--- src/rtl/pt_walk_pkg.sv ---
// Shared types and entry field positions for the page table walker.
// Assumes one valid bit, one writable bit and one user bit at the bottom of each entry.
package pt_walk_pkg;
    typedef enum logic [1:0] {
        WS_IDLE = 2'd0,
        WS_L1   = 2'd1,
        WS_L2   = 2'd2,
        WS_RESP = 2'd3
    } walk_state_t;

    localparam int ENT_VALID_BIT = 0;
    localparam int ENT_WR_BIT    = 1;
    localparam int ENT_USER_BIT  = 2;
endpackage

--- src/rtl/pt_addr_gen.sv ---
// Entry address generator: picks the table base and the index for the current
// level and forms base + index * entry size. Purely combinational.
// Assumes page-aligned second-level tables and entries of 2**ENT_LG bytes.
module pt_addr_gen #(
    parameter int IDX_W  = 10,
    parameter int OFF_W  = 12,
    parameter int PA_W   = 32,
    parameter int ENT_LG = 2
) (
    input  logic                    sel_l2,
    input  logic [2*IDX_W-1:0]      vpn,
    input  logic [PA_W-1:0]         root_base,
    input  logic [PA_W-OFF_W-1:0]   tbl_frame,
    output logic [PA_W-1:0]         addr
);
    logic [IDX_W-1:0] idx;
    logic [PA_W-1:0]  base;

    // Choose index and base for the level being read.
    always_comb begin
        if (sel_l2) begin
            idx  = vpn[IDX_W-1:0];
            base = {tbl_frame, {OFF_W{1'b0}}};
        end else begin
            idx  = vpn[2*IDX_W-1:IDX_W];
            base = root_base;
        end
        addr = base + (PA_W'(idx) << ENT_LG);
    end
endmodule

--- src/rtl/pt_entry_dec.sv ---
// Entry decoder: splits a page table entry into valid flag, frame number and
// attribute bits (everything between the valid bit and the frame field).
module pt_entry_dec #(
    parameter int OFF_W = 12,
    parameter int PA_W  = 32
) (
    input  logic [PA_W-1:0]       ent,
    output logic                  ent_valid,
    output logic [PA_W-OFF_W-1:0] ent_frame,
    output logic [OFF_W-2:0]      ent_attr
);
    import pt_walk_pkg::*;

    // Field extraction.
    always_comb begin
        ent_valid = ent[ENT_VALID_BIT];
        ent_frame = ent[PA_W-1:OFF_W];
        ent_attr  = ent[OFF_W-1:ENT_VALID_BIT+1];
    end
endmodule

--- src/rtl/pt_walk_fsm.sv ---
// Walk sequencer: accepts a start while idle, issues the first- and
// second-level reads, aborts on an invalid entry and presents the result
// for one cycle. Assumes read data is valid in the cycle of mem_ack.
module pt_walk_fsm #(
    parameter int IDX_W = 10,
    parameter int OFF_W = 12,
    parameter int PA_W  = 32
) (
    input  logic                    clk,
    input  logic                    rst_n,
    input  logic                    start,
    input  logic [2*IDX_W-1:0]      vpn,
    input  logic [PA_W-1:0]         root_base,
    input  logic                    mem_ack,
    input  logic                    ent_valid,
    input  logic [PA_W-OFF_W-1:0]   ent_frame,
    input  logic [OFF_W-2:0]        ent_attr,
    output logic                    sel_l2,
    output logic                    mem_req,
    output logic                    busy,
    output logic                    done,
    output logic                    fault,
    output logic [PA_W-OFF_W-1:0]   ppn,
    output logic [OFF_W-2:0]        attr,
    output logic [2*IDX_W-1:0]      vpn_q,
    output logic [PA_W-1:0]         root_q,
    output logic [PA_W-OFF_W-1:0]   tbl_q
);
    import pt_walk_pkg::*;

    walk_state_t state;
    logic        fault_q;

    // State sequencing and capture of request, table base and result.
    always_ff @(posedge clk) begin
        if (!rst_n) begin
            state   <= WS_IDLE;
            fault_q <= 1'b0;
            vpn_q   <= '0;
            root_q  <= '0;
            tbl_q   <= '0;
            ppn     <= '0;
            attr    <= '0;
        end else begin
            case (state)
                WS_IDLE: if (start) begin
                    vpn_q  <= vpn;
                    root_q <= root_base;
                    state  <= WS_L1;
                end
                WS_L1: if (mem_ack) begin
                    if (ent_valid) begin
                        tbl_q <= ent_frame;
                        state <= WS_L2;
                    end else begin
                        fault_q <= 1'b1;
                        attr    <= '0;
                        state   <= WS_RESP;
                    end
                end
                WS_L2: if (mem_ack) begin
                    fault_q <= !ent_valid;
                    ppn     <= ent_frame;
                    attr    <= ent_valid ? ent_attr : '0;
                    state   <= WS_RESP;
                end
                default: begin
                    fault_q <= 1'b0;
                    state   <= WS_IDLE;
                end
            endcase
        end
    end

    // Decoded outputs from the current state.
    always_comb begin
        sel_l2  = (state == WS_L2);
        mem_req = (state == WS_L1) || (state == WS_L2);
        busy    = (state != WS_IDLE);
        done    = (state == WS_RESP);
        fault   = done && fault_q;
    end
endmodule

--- src/rtl/pt_walker.sv ---
// Two-level page table walker top. Wires the sequencer, the entry decoder and
// the address generator. Assumes tables live in untranslated physical memory.
module pt_walker #(
    parameter int IDX_W  = 10,
    parameter int OFF_W  = 12,
    parameter int PA_W   = 32,
    parameter int ENT_LG = 2
) (
    input  logic                    clk,
    input  logic                    rst_n,
    input  logic                    start,
    input  logic [2*IDX_W-1:0]      vpn,
    input  logic [PA_W-1:0]         root_base,
    output logic                    busy,
    output logic                    done,
    output logic                    fault,
    output logic [PA_W-OFF_W-1:0]   ppn,
    output logic [OFF_W-2:0]        attr,
    output logic                    mem_req,
    output logic [PA_W-1:0]         mem_addr,
    input  logic                    mem_ack,
    input  logic [PA_W-1:0]         mem_rdata
);
    localparam int VPN_W = 2 * IDX_W;
    localparam int PPN_W = PA_W - OFF_W;

    logic             sel_l2;
    logic             ent_valid;
    logic [PPN_W-1:0] ent_frame;
    logic [OFF_W-2:0] ent_attr;
    logic [VPN_W-1:0] vpn_q;
    logic [PA_W-1:0]  root_q;
    logic [PPN_W-1:0] tbl_q;

    pt_entry_dec #(.OFF_W(OFF_W), .PA_W(PA_W)) u_dec (
        .ent       (mem_rdata),
        .ent_valid (ent_valid),
        .ent_frame (ent_frame),
        .ent_attr  (ent_attr)
    );

    pt_walk_fsm #(.IDX_W(IDX_W), .OFF_W(OFF_W), .PA_W(PA_W)) u_fsm (
        .clk       (clk),
        .rst_n     (rst_n),
        .start     (start),
        .vpn       (vpn),
        .root_base (root_base),
        .mem_ack   (mem_ack),
        .ent_valid (ent_valid),
        .ent_frame (ent_frame),
        .ent_attr  (ent_attr),
        .sel_l2    (sel_l2),
        .mem_req   (mem_req),
        .busy      (busy),
        .done      (done),
        .fault     (fault),
        .ppn       (ppn),
        .attr      (attr),
        .vpn_q     (vpn_q),
        .root_q    (root_q),
        .tbl_q     (tbl_q)
    );

    pt_addr_gen #(.IDX_W(IDX_W), .OFF_W(OFF_W), .PA_W(PA_W), .ENT_LG(ENT_LG)) u_agen (
        .sel_l2    (sel_l2),
        .vpn       (vpn_q),
        .root_base (root_q),
        .tbl_frame (tbl_q),
        .addr      (mem_addr)
    );
endmodule

--- config.mk ---
export PLATFORM = sky130hd
export DESIGN_NAME = pt_walker
export DESIGN_NICKNAME = d
export VERILOG_FILES = /design/src/rtl/pt_walk_pkg.sv /design/src/rtl/pt_addr_gen.sv /design/src/rtl/pt_entry_dec.sv /design/src/rtl/pt_walk_fsm.sv /design/src/rtl/pt_walker.sv
export SDC_FILE = /design/constraint.sdc
export NUM_CORES = 1
export LEC_CHECK = 0
export CORE_MARGIN = 2
export CORE_UTILIZATION = 30
export CTS_CLUSTER_SIZE = 8
export DETAILED_ROUTE_END_ITERATION = 6
export DONT_BUFFER_PORTS = 1
export PLACE_DENSITY = 0.43
export SLEW_MARGIN = 5
export SYNTH_ARGS = -nofsm -noshare
export SYNTH_HDL_FRONTEND = slang
export SYNTH_SLANG_ARGS = --single-unit
--- constraint.sdc ---
create_clock -name clk -period 11.3 [get_ports clk]
set_input_delay 2.825 -clock clk [delete_from_list [all_inputs] [get_ports clk]]
set_output_delay 2.825 -clock clk [all_outputs]
set_load 0.1 [all_outputs]
==> qor.csv <==
metric,value,unit
status,completed,
post_drt_wl_per_cell,16.92,µm
numCtsBuffers,9,
fillers,1878,
synth-main-ff-cell,dfxtp_1,
netlist_top_cells_area,"dfxtp_1, nand2_1, a21boi_0, mux2i_1, ha_1",
synth_area,5475,µm²
syn_nets,779,
cts_resized,0,
drcViolationCount,0,
grt_max_degree,107,
ys_ff_latch,106,
synthSimpleGateAreaFrac,0.2342,
postLayoutCoreUtil,0.3524,
powerDensity,265.7,nW/µm²
fin_tns_setup,0,ns
clockRootBuffer,clkbuf_16,
dp_slack,4.271,ns
row_count,49,
period_minus_slack,7.348,ns
drtIter0Drc,150,
synth_compound_area_frac,0.1968,
hold_violations,0,
firstDrtPassIters,4,
min_period_over_period,0.6503,
finalWorstSetupSlack,3.952,ns
crit_fanout,59,
synth.area.mux_share,0.05941,
clock-sinks,106,
synth_edf_count,0,
synthArstFlopShare,0,
timing.fmax,0.1361,GHz
required,8.48,ns
io_pins,155,
gr-total-overflow,0,
synth_cell_type_count,46,
viasPerCell,4.936,
finalWirelength,15.26,mm
antenna_found_initial,0,
ant_nets,0,
rsz0062_at_grt,no,
coreArea,17960,µm²
ys_warn_count,0,
netlist.area_leader.share,0.3876,
drv_cap,0,
hold_path_class,flop to flop,
gp_congestion,0.7674,
power,0.001682,W
critPathLaunchType,flop,
cts_hold_buffers,0,
dpl_cell_area,5978,µm²
synth.most_common_cell,nand2_1,
synth_top_area_cell,dfxtp_1,
grt_usage,0.1579,
grt_pass1_wl,24.36,mm
drive_gt1_frac,0.1322,
cts_setup_buffers,0,
die_x,139.1,µm
fp.dieArea,19350,µm²
synth_top_family_by_area,simple AND/OR/NAND/NOR gates,
finalSetupViolCount,0,
irDropWorstVdd,0.1759,mV
synth_commonest_cells,"nand2_1, dfxtp_1, a21boi_0, clkbuf_1, nand3_1",
cts_tree,yes,
worst_slew_pin_slew,1.208,ns
die_h,139.1,µm
synth_xor_area_frac,0.04799,
drv_slew,0,
stdcell_area,6330,µm²
syn-instance-count,676,
dpl.hpwl,11.19,mm
syn_to_final_growth,15.61,%
yosys.area_share.adder,0.03565,
ys_seq_area_frac,0.3876,
insertedDiodeCount,0,
fin_nets,771,
finalClockSkew,0.01017,ns
clk-insertion-delay-late,0.35,ns
p_leak,2.237,nW
slew_headroom,0.1937,
cts-htree-levels,3,
grt_pass1_vias,4525,
start_util,0.3048,
numPortBuffers,0,
syn-mean-instance-area,8.099,µm²
end_kind,primary output,
vias,4452,
path_class,flop to primary output,
clkTransAtPathRegs,0.07,ns
crit_arrival,4.52,ns
clk_path_buf_depth,2,
[cell usage in the layout, fill, tap and decap left out, drive strengths merged, types with 3 or more instances in the layout]
cell type / count
and2: 6
a21oi: 9
nand2: 216
bufinv: 3
mux2: 12
nor2: 8
xor2: 12
clkbuf: 9
inv: 12
dfxtp: 106
nor2b: 15
mux2i: 19
nand3b: 6
o21ai: 14
nand3: 33
ha: 14
xnor2: 18
nor3: 3
nand2b: 3
a21boi: 105
buf: 22
[critical path: stages, from the launching register on]
cell and delay [ns]:
dfxtp_1 0.34, inv_1 0.13, ha_4 0.33, buf_4 0.59
nor2b_1 0.11, ha_1 0.23, fa_1 0.43, a21oi_1 0.25
o22ai_1 0.18, o31ai_4 0.45, nand2b_1 0.22, xor2_2 0.90
[final timing paths]
kind	startpoint	end	slack [ns]	cells after the start
min reg2reg	u_fsm.root_q[2]	u_fsm.root_q[2]	0.46	2
max reg2reg	u_fsm.state[0]	u_fsm.ppn[13]	8.73	6
max	u_fsm.state[0]	mem_addr[14]	3.95	11
min	u_fsm.root_q[2]	u_fsm.root_q[2]	0.46	2
[cell type report]
type,instances,area [µm²],area share
clock inverters,7,126.4,0.01996
flip-flops and latches,106,2122,0.3352
multi-input cells,518,3363,0.5313
well taps,229,286.5,0.04527
clock buffers,9,225.2,0.03558
inverters,11,41.29,0.006523
repair buffers,22,165.2,0.02609
[registers in the layout (all words and copies together), names as in the netlist]
name and cells:
u_fsm.root_q 32, u_fsm.ppn 20, u_fsm.tbl_q 20, u_fsm.vpn_q 20, u_fsm.attr 11, u_fsm.state 2, u_fsm.fault_q 1
[power breakdown]
part / leakage (nW) / internal [W] / total (W) / switching [W]
registers: 0.863 / 0.000428 / 0.000537 / 0.000109
clock network: 0.168 / 0.000219 / 0.000372 / 0.000153
logic: 1.21 / 0.000179 / 0.000772 / 0.000594
[routing by layer]
metal,vias up,wire length (µm),GRT usage
li1,2226,-,-
met1,2100,6944,0.2033
met2,110,7120,0.2593
met3,16,941,0.04075
met4,0,257,0.05051
met5,-,0,0
[metrics by stage]
step           instances  hold WS [ns]
3_5_place_dp         886        0.4521
6_report             902        0.4568
2_1_floorplan        676        0.4389
4_1_cts              902        0.4627
5_1_grt              902        0.4903
3_3_place_gp         886        0.4475
[kinds of logic (layout without fill, tap and decap cells)]
kind of cell    after synthesis  in the layout
xor+xnor                     30             30
flops                       106            106
simple gates                296            296
fa+ha+maj                    15             15
mux                          31             31
buf+inv                      52             49
compound gates              146            146
(Power assumes the default switching activity.)
